$ cat config.mk
export PLATFORM = sky130hd
export DESIGN_NAME = intc_top
export DESIGN_NICKNAME = d
export VERILOG_FILES = /design/src/rtl/intc_pkg.sv /design/src/rtl/intc_prio_regs.sv /design/src/rtl/intc_src_prio.sv /design/src/rtl/intc_arbiter.sv /design/src/rtl/intc_top.sv
export SDC_FILE = /design/constraint.sdc
export NUM_CORES = 1
export LEC_CHECK = 0
export ABC_AREA = 1
export CAP_MARGIN = 10
export CORE_ASPECT_RATIO = 0.7
export CORE_MARGIN = 2
export CORE_UTILIZATION = 51
export DETAILED_ROUTE_END_ITERATION = 8
export GPL_TIMING_DRIVEN = 0
export PLACE_DENSITY = 0.77
export SETUP_SLACK_MARGIN = 0.4
export SLEW_MARGIN = 20
export SYNTH_ARGS = -nofsm -noshare
export SYNTH_HDL_FRONTEND = slang
export SYNTH_SLANG_ARGS = --single-unit
$ cat constraint.sdc
create_clock -name clk -period 28.6 [get_ports clk]
set_input_delay 4.29 -clock clk [delete_from_list [all_inputs] [get_ports clk]]
set_output_delay 4.29 -clock clk [all_outputs]
set_load 0.1 [all_outputs]
$ cat src/rtl/intc_pkg.sv
package intc_pkg;
  localparam int PRI_W      = 5;
  localparam int FIELD_W    = 4;
  localparam int REG_W      = 16;
  localparam int N_PRIO_REG = 3;
  localparam int SLOTS      = REG_W / FIELD_W;
  localparam int CODE_W     = 12;
  localparam int SEL_W      = 2;
  localparam int NMI_PRI    = 16;
  localparam logic [CODE_W-1:0] NMI_CODE  = 12'h1C0;
  localparam logic [CODE_W-1:0] EXT_BASE  = 12'h200;
  localparam logic [CODE_W-1:0] PER_BASE  = 12'h400;
  localparam logic [CODE_W-1:0] CODE_STEP = 12'h020;

  // Field that governs peripheral source k; field 7 is reserved.
  function automatic int per_field(input int k);
    case (k)
      0:              return 0;
      1:              return 1;
      2, 3:           return 2;
      4, 5, 6:        return 3;
      7:              return 4;
      8, 9:           return 5;
      10, 11, 12, 13: return 6;
      14:             return 8;
      15:             return 11;
      default:        return 0;
    endcase
  endfunction

  // Bit offset of the low end of field f in the flattened register vector.
  function automatic int field_lsb(input int f);
    return (f / SLOTS) * REG_W + (SLOTS - 1 - (f % SLOTS)) * FIELD_W;
  endfunction
endpackage

$ cat src/rtl/intc_prio_regs.sv
module intc_prio_regs
  import intc_pkg::*;
#(
  parameter int N_REG = N_PRIO_REG
) (
  input  logic                   clk,
  input  logic                   rst,
  input  logic                   wr_en,
  input  logic [SEL_W-1:0]       wr_sel,
  input  logic [REG_W-1:0]       wr_data,
  output logic [N_REG*REG_W-1:0] regs_o
);
  for (genvar r = 0; r < N_REG; r++) begin : g_reg
    logic [REG_W-1:0] q;
    always_ff @(posedge clk) begin
      if (rst)
        q <= '0;
      else if (wr_en && (wr_sel == SEL_W'(r)))
        q <= wr_data;
    end
    assign regs_o[r*REG_W +: REG_W] = q;
  end
endmodule

$ cat src/rtl/intc_src_prio.sv
module intc_src_prio
  import intc_pkg::*;
#(
  parameter int N_EXT = 15,
  parameter int N_PER = 16,
  parameter int N_REG = N_PRIO_REG,
  localparam int N_SRC = 1 + N_EXT + N_PER
) (
  input  logic [N_REG*REG_W-1:0] regs_i,
  output logic [N_SRC*PRI_W-1:0] pri_o
);
  assign pri_o[0 +: PRI_W] = PRI_W'(NMI_PRI);

  for (genvar j = 0; j < N_EXT; j++) begin : g_ext
    localparam int LVL = (15 - j) > 1 ? (15 - j) : 1;
    assign pri_o[(1+j)*PRI_W +: PRI_W] = PRI_W'(LVL);
  end

  for (genvar k = 0; k < N_PER; k++) begin : g_per
    localparam int FLD = per_field(k);
    localparam int LSB = field_lsb(FLD);
    assign pri_o[(1+N_EXT+k)*PRI_W +: PRI_W] = {1'b0, regs_i[LSB +: FIELD_W]};
  end
endmodule

$ cat src/rtl/intc_arbiter.sv
module intc_arbiter
  import intc_pkg::*;
#(
  parameter int N_SRC = 32,
  localparam int IDX_W = $clog2(N_SRC)
) (
  input  logic [N_SRC-1:0]       pend_i,
  input  logic [N_SRC*PRI_W-1:0] pri_i,
  output logic                   valid_o,
  output logic [PRI_W-1:0]       pri_o,
  output logic [IDX_W-1:0]       idx_o
);
  always_comb begin
    valid_o = 1'b0;
    pri_o   = '0;
    idx_o   = '0;
    // Scan from the top index down; ">=" lets lower indices take ties.
    for (int i = N_SRC - 1; i >= 0; i--) begin
      if (pend_i[i] && (pri_i[i*PRI_W +: PRI_W] >= pri_o)) begin
        valid_o = 1'b1;
        pri_o   = pri_i[i*PRI_W +: PRI_W];
        idx_o   = IDX_W'(i);
      end
    end
  end
endmodule

$ cat src/rtl/intc_top.sv
module intc_top
  import intc_pkg::*;
#(
  parameter int N_EXT = 15,
  parameter int N_PER = 16
) (
  input  logic              clk,
  input  logic              rst,
  input  logic              nmi_i,
  input  logic [N_EXT-1:0]  ext_irq_i,
  input  logic [N_PER-1:0]  per_irq_i,
  input  logic              wr_en_i,
  input  logic [SEL_W-1:0]  wr_sel_i,
  input  logic [REG_W-1:0]  wr_data_i,
  input  logic [3:0]        imask_i,
  input  logic              block_i,
  input  logic              accept_i,
  output logic              irq_o,
  output logic              win_valid_o,
  output logic [CODE_W-1:0] win_code_o,
  output logic [PRI_W-1:0]  win_pri_o,
  output logic              ack_valid_o,
  output logic [CODE_W-1:0] ack_code_o
);
  localparam int N_SRC = 1 + N_EXT + N_PER;
  localparam int IDX_W = $clog2(N_SRC);

  logic [N_PRIO_REG*REG_W-1:0] regs;
  logic [N_SRC*PRI_W-1:0]      pri;
  logic [N_SRC-1:0]            req;
  logic [N_SRC-1:0]            pend;
  logic                        arb_valid;
  logic [PRI_W-1:0]            arb_pri;
  logic [IDX_W-1:0]            arb_idx;
  logic [CODE_W-1:0]           arb_code;

  intc_prio_regs #(.N_REG(N_PRIO_REG)) u_regs (
    .clk(clk), .rst(rst), .wr_en(wr_en_i), .wr_sel(wr_sel_i),
    .wr_data(wr_data_i), .regs_o(regs)
  );

  intc_src_prio #(.N_EXT(N_EXT), .N_PER(N_PER), .N_REG(N_PRIO_REG)) u_pri (
    .regs_i(regs), .pri_o(pri)
  );

  assign req = {per_irq_i, ext_irq_i, nmi_i};

  for (genvar i = 0; i < N_SRC; i++) begin : g_pend
    assign pend[i] = req[i] && (pri[i*PRI_W +: PRI_W] != '0);
  end

  intc_arbiter #(.N_SRC(N_SRC)) u_arb (
    .pend_i(pend), .pri_i(pri),
    .valid_o(arb_valid), .pri_o(arb_pri), .idx_o(arb_idx)
  );

  always_comb begin
    if (!arb_valid)
      arb_code = '0;
    else if (arb_idx == '0)
      arb_code = NMI_CODE;
    else if (int'(arb_idx) <= N_EXT)
      arb_code = EXT_BASE + CODE_STEP * CODE_W'(int'(arb_idx) - 1);
    else
      arb_code = PER_BASE + CODE_STEP * CODE_W'(int'(arb_idx) - 1 - N_EXT);
  end

  always_ff @(posedge clk) begin
    if (rst) begin
      win_valid_o <= 1'b0;
      win_code_o  <= '0;
      win_pri_o   <= '0;
      irq_o       <= 1'b0;
      ack_valid_o <= 1'b0;
      ack_code_o  <= '0;
    end else begin
      win_valid_o <= arb_valid;
      win_code_o  <= arb_code;
      win_pri_o   <= arb_pri;
      irq_o       <= arb_valid && !block_i && (arb_pri > {1'b0, imask_i});
      ack_valid_o <= accept_i && win_valid_o;
      ack_code_o  <= (accept_i && win_valid_o) ? win_code_o : '0;
    end
  end
endmodule

==> key figures, run 1 <==
STA
  • RSZ-0062 raised after global routing: no
  • Fin crit share: 90.0%
  • Final Slew Violations: 0
  • Final Hold Vio Count: 0
  • Max Fclk: 38.8 MHz
  • Final-report setup violation count: 0
  • Worst Tran Pin Value: 1.00 ns
  • Minimum clock period: 25.74 ns
  • Final TNS setup: 0 ns
  • Slew HR: 33.1%
  • Clk_skew: 0.00472 ns

Route
  • Initial DRC count: 531
  • # DRC: 0
  • DRT antenna net count: 0
  • Via count: 6083
  • Avg WL per Cell: 12.6 um
  • Vias per inst: 5.08
  • Pre-Repair DR Iteration Count: 6
  • Post-Route WL: 15.1 mm

Clock tree
  • Htree depth: 3
  • Clock buffer depth: 2
  • Clk_lat worst skew: 0.33 ns
  • Clk slew on worst S/H paths: 0.06 ns
  • CTS sink count: 58
  • TritonCTS Buffers: 9
  • Root buffer cell: clkbuf_16
  • CTS tree: built

Floorplanning
  • Die width: 131 um
  • Core Rows: 32
  • I/O pins: 91
  • Initial core utilization: 52.4%
  • Die H: 93.0 um
  • Die ar.: 12200 um^2
  • Core area: 11000 um^2

Power
  • VDD IR max: 0.0000949 V
  • Switching Share: 55.3%
  • Clock share of power: 13.8%
  • PD cells: 104 nW/um^2
  • Pleak: 3.66 nW
  • Internal: 0.329 mW
  • Seq pwr share: 12.6%
  • Sw power: 0.407 mW
  • Comb pwr share: 73.5%

Logic synthesis
  • Most common cell in the synthesized netlist: nand2_1
  • Ys flop type: dfxtp_1
  • Post-synth top cells: nand2_1 (201), inv_1 (149), o21ai_0 (88)
  • FFs w/ async S/R, synth: 0%
  • Register area share after synthesis: 20.1%
  • Top cell type's share of synthesized area: 20.1%
  • Synth area leader: dfxtp_1
  • FF+latch count, synth: 58
  • Post-synth EDFFs: 0
  • Syn Area/Cell: 6.15 um^2
  • Top cells by area, synth: dfxtp_1 (20%), nand2_1 (13%), ha_1 (11%)
  • Synth warn: 0
  • Mapped Cells: 938
  • Post-Syn Area: 5770 um^2
  • Cell variety after synth: 43

Outcome
  • Status: finished, final reports clean

Flow run
  • Max cap viols: 0

Placement
  • IO Port Bufs: 80
  • Placer congestion estimate: 0.879
  • Dpl hpwl: 12.2 mm
  • Placed insts: 1180

GRT
  • Initial antenna violation count: 0
  • Largest net degree at the start of global routing: 13
  • Busiest grt layer: met1
  • Met2 usage: 35.1%
  • First-pass GRT wire length: 24.9 mm
  • M1 GR Usage: 37.9%
  • Met3 usage: 6.56%
  • Overflow after GRT: 0
  • Total GRT Usage: 24.8%
  • Vias in the first global route: 5280

Setup path
  • Crit path DAT: 25.97 ns
  • Crit path capture type: flop
  • Crit-path slowest cell: clkdlybuf4s50_1
  • Critical path's most frequent cell: nand2_1
  • Crit Path Max Fanout: 10
  • Crit Path Class: primary input to flop
  • CP Launch Type: primary input
  • WP data required: 28.83 ns
  • Worst path max stage delay: 0.49 ns

Finish
  • Share of cells above drive strength 1: 12.1%
  • Ant diodes: 0
  • Final nets: 1147
  • FF+latch area: 1160 um^2
  • Layout area overhead: 22.8%
  • Multi-input logic area: 3820 um^2
  • Final std cells w/o fill: 1197
  • Layout fillers: 1051

Min path
  • Worst hold path class: flop to flop
[layer usage]
| metal | share of wire [%] | vias to the layer above | routed length [um] |
|---|---|---|---|
| met2 | 38 | 226 | 5680 |
| met3 | 8.7 | 18 | 1310 |
| met1 | 53 | 2616 | 7950 |
| met4 | 0.95 | 0 | 143 |
| met5 | 0 | - | 0 |
| li1 | - | 3223 | - |
[stage by stage]
| step | instance area, um^2 | setup slack, ns | util, % | hold slack (ns) | power [mW] |
|---|---|---|---|---|---|
| global route | 7080 | 0.397 | 64.3 | 0.449 | 0.813 |
| floorplan | 5800 | 6.07 | - | 0.437 | 0.525 |
| finish | 7080 | 2.86 | 64.3 | 0.424 | 0.737 |
| global placement | 6800 | 2.87 | 61.7 | 0.412 | 0.616 |
| CTS | 7080 | 2.79 | 64.3 | 0.426 | 0.730 |
| detailed placement | 6800 | 2.60 | 61.7 | 0.418 | 0.624 |
[timing repair]
| item | in CTS | in global routing |
|---|---|---|
| hold buffers | 0 | 0 |
| setup endpoints to repair | 0 | 3 |
| gates resized for setup | 0 | 4 |
| setup buffers | 0 | 1 |
[worst max-delay path, delay by kind of cell]
kind                       cells  cell delay (ns)
AOI/OAI and AO/OA             28             4.62
xor gates and xnor gates       1             0.18
adders and majority gates     17             4.70
buffers and inverters         32             3.40
and+or+nand+nor              102             8.69
[power by group through the flow]
stage,sequential (mW),combinational [mW],clock [mW]
CTS,0.0930,0.534,0.103
floorplan,0.127,0.398,0
global placement,0.0946,0.521,0
finish,0.0931,0.542,0.102
global route,0.0939,0.612,0.107
detailed placement,0.0948,0.530,0
[cells by family after synthesis]
kind of cell | after synthesis | synth area share (%)
AND/OR/NAND/NOR | 449 | 37.3
buffers and inverters | 198 | 14.3
AO/OA/AOI/OAI | 181 | 17.1
flip-flops | 58 | 20.1
adder cells (fa/ha/maj) | 49 | 10.6
XOR/XNOR | 2 | 0.434
other | 1 | 0.0650
[worst paths after layout]
kind | start | to | slack [ns] | cells past startpoint
setup / recovery | per_irq_i[15] | win_code_o[11] | 2.86 | 180
hold / removal | win_code_o[8] | ack_code_o[8] | 0.42 | 2
setup reg to reg | u_regs.g_reg[2].q[2] | win_code_o[11] | 6.78 | 181
hold reg to reg | win_code_o[8] | ack_code_o[8] | 0.42 | 2
[final cells by class]
class,count,area share [%]
Buffer,28,2.68
Clock buffer,9,3.18
Clock inverter,7,0.759
Inverter,170,9.01
Multi-Input combinational cell,691,53.9
Sequential cell,58,16.4
Tap cell,153,2.70
Timing Repair Buffer,81,11.4
[flip-flops by register name (all words and copies together), names as in the netlist]
register	cells
u_regs.g.q	36
ack_code_o	7
win_code_o	7
win_pri_o	5
ack_valid_o	1
irq_o	1
win_valid_o	1
[placed cells by master (no fill, tap or decap), types with 8 or more instances in the layout]
master,instances
conb_1,10
nand3_1,64
clkdlybuf4s50_1,80
nand2_2,32
nand3_2,16
a21oi_1,55
inv_1,149
nand2_1,201
o21ai_1,8
o21ai_0,86
buf_4,13
clkbuf_16,9
dfxtp_1,58
clkbuf_1,9
nand4_1,15
ha_1,49
inv_2,18
nand2_4,12
nor2_1,81
No activity file was read; power rests on OpenSTA's default activity.
==> run 2, diff against run 1 <==
--- a/config.mk
+++ b/config.mk
@@ -9,10 +9,10 @@
 export CAP_MARGIN = 10
 export CORE_ASPECT_RATIO = 0.7
 export CORE_MARGIN = 2
-export CORE_UTILIZATION = 51
+export CORE_UTILIZATION = 56
 export DETAILED_ROUTE_END_ITERATION = 8
 export GPL_TIMING_DRIVEN = 0
-export PLACE_DENSITY = 0.77
+export PLACE_DENSITY = 0.84
 export SETUP_SLACK_MARGIN = 0.4
 export SLEW_MARGIN = 20
 export SYNTH_ARGS = -nofsm -noshare
==> run 2 against run 1 <==
Effect of this change:
- clock power about the same
- critical path depth increased by 1
- via count increased by 0.82%
- sequential share of layout area increased by 0.064 points
- final area decreased by 0.39%
- combinational power about the same
- worst setup slack improved by 0.15 ns
- die area decreased by 8.6%
- first-iteration DRC count decreased by 0.94%
- total power decreased by 0.21%
- fmax increased by 0.57%
- non-clock buffer count unchanged
==> key figures, run 2 (synthesis results as in run 1) <==
Setup path
  • CP endpoint: win_code_o[11]
  • Reg2reg end: win_code_o[11]
  • CP Launch Type: primary input
  • CP Launch Point: per_irq_i[15]
  • Crit Path Class: primary input to flop
  • Worst r2r src: u_regs.g_reg[2].q[2]
  • Crit-path slowest cell: clkdlybuf4s50_1
  • Crit Path Max Fanout: 10 (unchanged)
  • WP data required: 28.83 ns (about the same)
  • Worst reg2reg path depth: 182 (+0.55%)
  • Worst path max stage delay: 0.49 ns (about the same)
  • Reg2reg setup slack: 6.93 ns (+0.15 ns)
  • Crit path DAT: 25.83 ns (-0.14 ns)
  • Critical path's most frequent cell: nand2_1
  • Crit path capture type: flop

Min path
  • WHS Path Cells: 2 (unchanged)
  • Worst hold path class: flop to flop

Clock tree
  • TritonCTS Buffers: 9 (unchanged)
  • Clock buffer depth: 2 (unchanged)
  • Clk slew on worst S/H paths: 0.05 ns (about the same)
  • Root buffer cell: clkbuf_16
  • Clk_lat worst skew: 0.33 ns (about the same)
  • Number of hold buffers added after CTS: 0 (unchanged)
  • Htree depth: 3 (unchanged)
  • CTS sink count: 58 (unchanged)
  • CTS tree: built

Placement
  • Placer congestion estimate: 0.926 (+5.3%)
  • IO Port Bufs: 80 (unchanged)
  • Dpl hpwl: 12.2 mm (+0.18%)
  • Cell area after placement: 6770 um^2 (-0.46%)

Floorplanning
  • Die H: 88.9 um (-4.4%)
  • Die width: 125 um (-4.4%)
  • Die ar.: 11100 um^2 (-8.6%)
  • Initial core utilization: 58.5% (+6.0 points)
  • I/O pins: 91 (unchanged)
  • Core area: 9870 um^2 (-10%)
  • Core Rows: 30 (-6.3%)

GRT
  • First-pass GRT wire length: 25.5 mm (+2.5%)
  • Overflow after GRT: 0 (unchanged)
  • Largest net degree at the start of global routing: 13 (unchanged)
  • Total GRT Usage: 28.1% (+3.3 points)
  • Initial antenna violation count: 0 (unchanged)
  • Vias in the first global route: 5516 (+4.5%)

Power
  • VDD IR max: 0.0000977 V (+2.9%)
  • Pleak: 3.66 nW (+0.12%)
  • Internal: 0.329 mW (about the same)
  • Comb pwr share: 73.6% (about the same)
  • Switching Share: 55.2% (-0.099 points)
  • Seq pwr share: 12.7% (about the same)
  • Power Total: 0.735 mW (-0.21%)
  • Clock share of power: 13.8% (about the same)
  • Sw power: 0.406 mW (-0.39%)
  • PD cells: 104 nW/um^2 (+0.18%)

STA
  • Clk_skew: 0.00502 ns (+0.000302 ns)
  • Final Slew Violations: 0 (unchanged)
  • Minimum clock period: 25.59 ns (-0.147 ns)
  • Max Fclk: 39.1 MHz (+0.57%)
  • Fin crit share: 89.5% (-0.51 points)
  • Slew HR: 32.8% (-0.35 points)
  • RSZ-0062 raised after global routing: no
  • Final Hold Vio Count: 0 (unchanged)
  • Final-report setup violation count: 0 (unchanged)
  • Worst Tran Pin Value: 1.01 ns (+0.00521 ns)
  • Final TNS setup: 0 ns (unchanged)

Finish
  • Commonest non-fill, non-tap cell in the layout: nand2_1
  • Biggest registers after layout: u_regs.g.q (36), ack_code_o (7), win_code_o (7)
  • Layout fillers: 874 (-17%)
  • Final nets: 1147 (unchanged)
  • Largest Register: u_regs.g.q
  • Fin area: 7060 um^2 (-0.39%)
  • Largest register FFs: 36 (unchanged)
  • Leading cell types in the layout, fill and taps excluded: nand2_1 (201), inv_1 (149), o21ai_0 (85)
  • Share of cells above drive strength 1: 12.2% (+0.096 points)
  • Layout area overhead: 22.3%
  • Ant diodes: 0 (unchanged)

Route
  • Top routing layer used: met4
  • Avg WL per Cell: 12.9 um (+2.1%)
  • Pre-Repair DR Iteration Count: 5 (-1)
  • DRT antenna net count: 0 (unchanged)
  • Met2 routed wirelength: 6.01 mm (+5.9%)
  • M1 wire length: 7.71 mm (-3.1%)
  • Via count: 6133 (+0.82%)
  • Post-Route WL: 15.1 mm (about the same)
  • # DRC: 0 (unchanged)
  • Initial DRC count: 526 (-0.94%)
  • Met3 wire length: 1.21 mm (-7.7%)
  • Vias per inst: 5.23 (+3.0%)

Outcome
  • Status: finished, final reports clean

Flow run
  • Max cap viols: 0 (unchanged)
## run 2: per-layer routing
layer  vias to the layer above  global-route usage (%)
li1                       3214                       -
met5                         -                       0
met2                       230                    43.3
met3                        19                    5.75
met4                         0                    5.66
met1                      2670                    41.1
## run 2: worst max-delay path: cells and delay by family
kind | cells | cell delay, ns
and+or+nand+nor | 108 | 9.26
AOI/OAI and AO/OA | 27 | 4.26
adders and majority gates | 17 | 4.70
xor gates and xnor gates | 1 | 0.23
buffers and inverters | 28 | 3.03
## run 2: what timing repair did
item,in CTS,in global routing
endpoints found under the setup margin,0,4
buffers inserted,0,1
endpoints found under the hold margin,0,0
resized for setup,0,6
## run 2: per-stage QoR
stage	util [%]	cells	setup WS [ns]	hold slack, ns
after floorplan	-	947	6.07	0.437
after global placement	68.5	1155	2.92	0.412
after detailed placement	68.5	1155	2.56	0.422
after CTS	71.4	1171	2.75	0.431
after global routing	71.5	1172	0.472	0.443
final	71.5	1172	3.01	0.433
## run 2: layout make-up
cell class | count | area (um^2) | share of cell area, %
Timing Repair Buffer | 81 | 808 | 11.5
Sequential cell | 58 | 1160 | 16.5
Clock buffer | 9 | 225 | 3.19
Tap cell | 128 | 160 | 2.27
Inverter | 170 | 638 | 9.04
Clock inverter | 7 | 55.1 | 0.780
Multi-Input combinational cell | 691 | 3820 | 54.1
Buffer | 28 | 190 | 2.70
## run 2: power groups by stage
stage | clock network (mW) | registers [mW] | logic, mW
after floorplan | 0 | 0.127 | 0.398
after global placement | 0 | 0.0946 | 0.519
after detailed placement | 0 | 0.0949 | 0.529
after CTS | 0.102 | 0.0932 | 0.534
after global routing | 0.105 | 0.0941 | 0.617
final | 0.101 | 0.0933 | 0.541
## run 2: how the worst min path moves through the flow
| stage | slack, ns | from | end |
|---|---|---|---|
| 6_report | 0.43 | win_code_o[5] | ack_code_o[5] |
| 5_1_grt | 0.44 | win_code_o[7] | ack_code_o[7] |
| 3_3_place_gp | 0.41 | win_code_o[11] | ack_code_o[11] |
| 2_1_floorplan | 0.44 | u_regs.g_reg[2].q[1] | u_regs.g_reg[2].q[1] |
| 4_1_cts | 0.43 | win_code_o[11] | ack_code_o[11] |
| 3_5_place_dp | 0.42 | win_code_o[11] | ack_code_o[11] |
==> run 3, diff against run 2 <==
--- a/config.mk
+++ b/config.mk
@@ -12,7 +12,7 @@
 export CORE_UTILIZATION = 56
 export DETAILED_ROUTE_END_ITERATION = 8
 export GPL_TIMING_DRIVEN = 0
-export PLACE_DENSITY = 0.84
+export PLACE_DENSITY_LB_ADDON = 0.1
 export SETUP_SLACK_MARGIN = 0.4
 export SLEW_MARGIN = 20
 export SYNTH_ARGS = -nofsm -noshare
==> run 3 against run 2 <==
Effect of this change:
- non-clock buffer count decreased by 1
- sequential share of layout area about the same
- wire length about the same
- worst hold slack got worse by 0.0071 ns
- flip-flop and latch count unchanged
- fmax decreased by 0.14%
- sequential power about the same
- via count decreased by 1.4%
- clock-buffer cell count increased by 2
- register-to-register slack got worse by 0.04 ns
- clock power about the same
- critical path type unchanged
==> key figures, run 3 (synthesis results as in run 1) <==
Route
  • M1 wire length: 7.85 mm (+1.9%)
  • Avg WL per Cell: 12.9 um (+0.11%)
  • Met2 routed wirelength: 5.76 mm (-4.1%)
  • Top routing layer used: met4
  • DRT antenna net count: 0 (unchanged)
  • # DRC: 0 (unchanged)
  • Vias per inst: 5.16 (-1.3%)
  • Initial DRC count: 501 (-4.8%)
  • Met3 wire length: 1.33 mm (+11%)
  • Via count: 6046 (-1.4%)
  • Post-Route WL: 15.1 mm (about the same)
  • Pre-Repair DR Iteration Count: 5 (unchanged)

Power
  • Pleak: 3.65 nW (-0.17%)
  • VDD IR max: 0.0000923 V (-5.5%)
  • PD cells: 104 nW/um^2 (-0.26%)
  • Power Total: 0.731 mW (-0.51%)

Finish
  • Commonest non-fill, non-tap cell in the layout: nand2_1
  • Layout area overhead: 22.0%
  • Largest Register: u_regs.g.q
  • Final Util: 71.3% (-0.18 points)
  • Largest register FFs: 36 (unchanged)
  • Final std cells w/o fill: 1171 (-0.085%)
  • Biggest registers after layout: u_regs.g.q (36), ack_code_o (7), win_code_o (7)
  • Share of cells above drive strength 1: 11.9% (-0.28 points)
  • Leading cell types in the layout, fill and taps excluded: nand2_1 (201), inv_1 (149), o21ai_0 (86)
  • Final nets: 1146 (-0.087%)
  • Ant diodes: 0 (unchanged)
  • Fin area: 7040 um^2 (-0.25%)

Flow run
  • Max cap viols: 0 (unchanged)

GRT
  • Overflow after GRT: 0 (unchanged)
  • Largest net degree at the start of global routing: 11 (-2)
  • Total GRT Usage: 28.0% (-0.13 points)
  • First-pass GRT wire length: 25.3 mm (-0.81%)
  • Vias in the first global route: 5343 (-3.1%)
  • Initial antenna violation count: 0 (unchanged)

Clock tree
  • Setup bufs post-CTS: 0 (unchanged)
  • TritonCTS Buffers: 9 (unchanged)
  • Clk slew on worst S/H paths: 0.05 ns (about the same)
  • Clock buffer depth: 2 (unchanged)
  • CTS tree: built
  • Clk_lat worst skew: 0.33 ns (about the same)
  • CTS sink count: 58 (unchanged)
  • Root buffer cell: clkbuf_16
  • Htree depth: 3 (unchanged)
  • PostCTS Resize Cnt: 0 (unchanged)
  • Number of hold buffers added after CTS: 0 (unchanged)

Setup path
  • Crit Path Class: primary input to flop
  • WP data required: 28.83 ns (about the same)
  • Critical path's most frequent cell: nand2_1
  • Worst path max stage delay: 0.48 ns (about the same)
  • Crit-path slowest cell: clkdlybuf4s50_1
  • Crit path DAT: 25.86 ns (+0.03 ns)
  • CP Launch Type: primary input
  • Crit Path Max Fanout: 10 (unchanged)
  • Crit path capture type: flop

Outcome
  • Status: finished, final reports clean

Floorplanning
  • I/O pins: 91 (unchanged)
  • Core Rows: 30 (unchanged)
  • Die width: 125 um (unchanged)
  • Core area: 9870 um^2 (unchanged)
  • Die H: 88.9 um (unchanged)
  • Die ar.: 11100 um^2 (unchanged)
  • Initial core utilization: 58.5% (unchanged)

Placement
  • Dpl hpwl: 12.0 mm (-1.7%)
  • Placer congestion estimate: 0.903 (-2.4%)
  • Cell area after placement: 6770 um^2 (unchanged)
  • Place WS: 2.61 ns (+0.0546 ns)
  • Placed insts: 1155 (unchanged)
  • IO Port Bufs: 80 (unchanged)

STA
  • Final TNS setup: 0 ns (unchanged)
  • Clk_skew: 0.00453 ns (-0.000497 ns)
  • Fin crit share: 89.6% (+0.12 points)
  • Slew HR: 33.7% (+0.91 points)
  • Minimum clock period: 25.63 ns (+0.0356 ns)
  • Max Fclk: 39.0 MHz (-0.14%)
  • Final Hold Vio Count: 0 (unchanged)
  • Worst Tran Pin Value: 0.992 ns (-0.0136 ns)
  • Hold WS: 0.426 ns (-0.00710 ns)
  • Final-report setup violation count: 0 (unchanged)
  • Final Slew Violations: 0 (unchanged)
  • Final worst slack: 2.97 ns (-0.0356 ns)
  • RSZ-0062 raised after global routing: no

Min path
  • Worst hold path class: flop to flop
run 3: routing by layer:
metal,vias up,GRT usage [%]
met3,14,6.34
met5,-,0
met1,2579,42.5
met2,237,40.9
li1,3216,-
met4,0,4.65
run 3: critical path: cells and delay by family:
family,cells,cell delay [ns]
xor gates and xnor gates,1,0.28
and+or+nand+nor,105,9.03
buffers and inverters,29,3.08
AOI/OAI and AO/OA,28,4.42
adders and majority gates,17,4.73
run 3: area by class of cell:
type / instances / area, um^2
multi-input cells: 691 / 3820
clock inverters: 5 / 30.0
plain buffers: 28 / 190
flip-flops and latches: 58 / 1160
well taps: 128 / 160
clock buffers: 11 / 243
fillers: 883 / 2830
inverters: 170 / 638
repair buffers: 80 / 801
run 3: worst paths after layout:
check                       startpoint              to  cells after the start  slack, ns
setup / recovery         per_irq_i[15]  win_code_o[11]                    180       2.97
hold / removal           win_code_o[8]   ack_code_o[8]                      2       0.43
setup reg to reg  u_regs.g_reg[2].q[2]  win_code_o[11]                    181       6.89
hold reg to reg          win_code_o[8]   ack_code_o[8]                      2       0.43
run 3: power by group:
| group | internal (mW) | leakage (nW) | switching [mW] |
|---|---|---|---|
| Sequential | 0.0883 | 0.476 | 0.00522 |
| Clock | 0.0604 | 0.131 | 0.0385 |
| Combinational | 0.181 | 3.05 | 0.358 |
| Total | 0.330 | 3.65 | 0.402 |
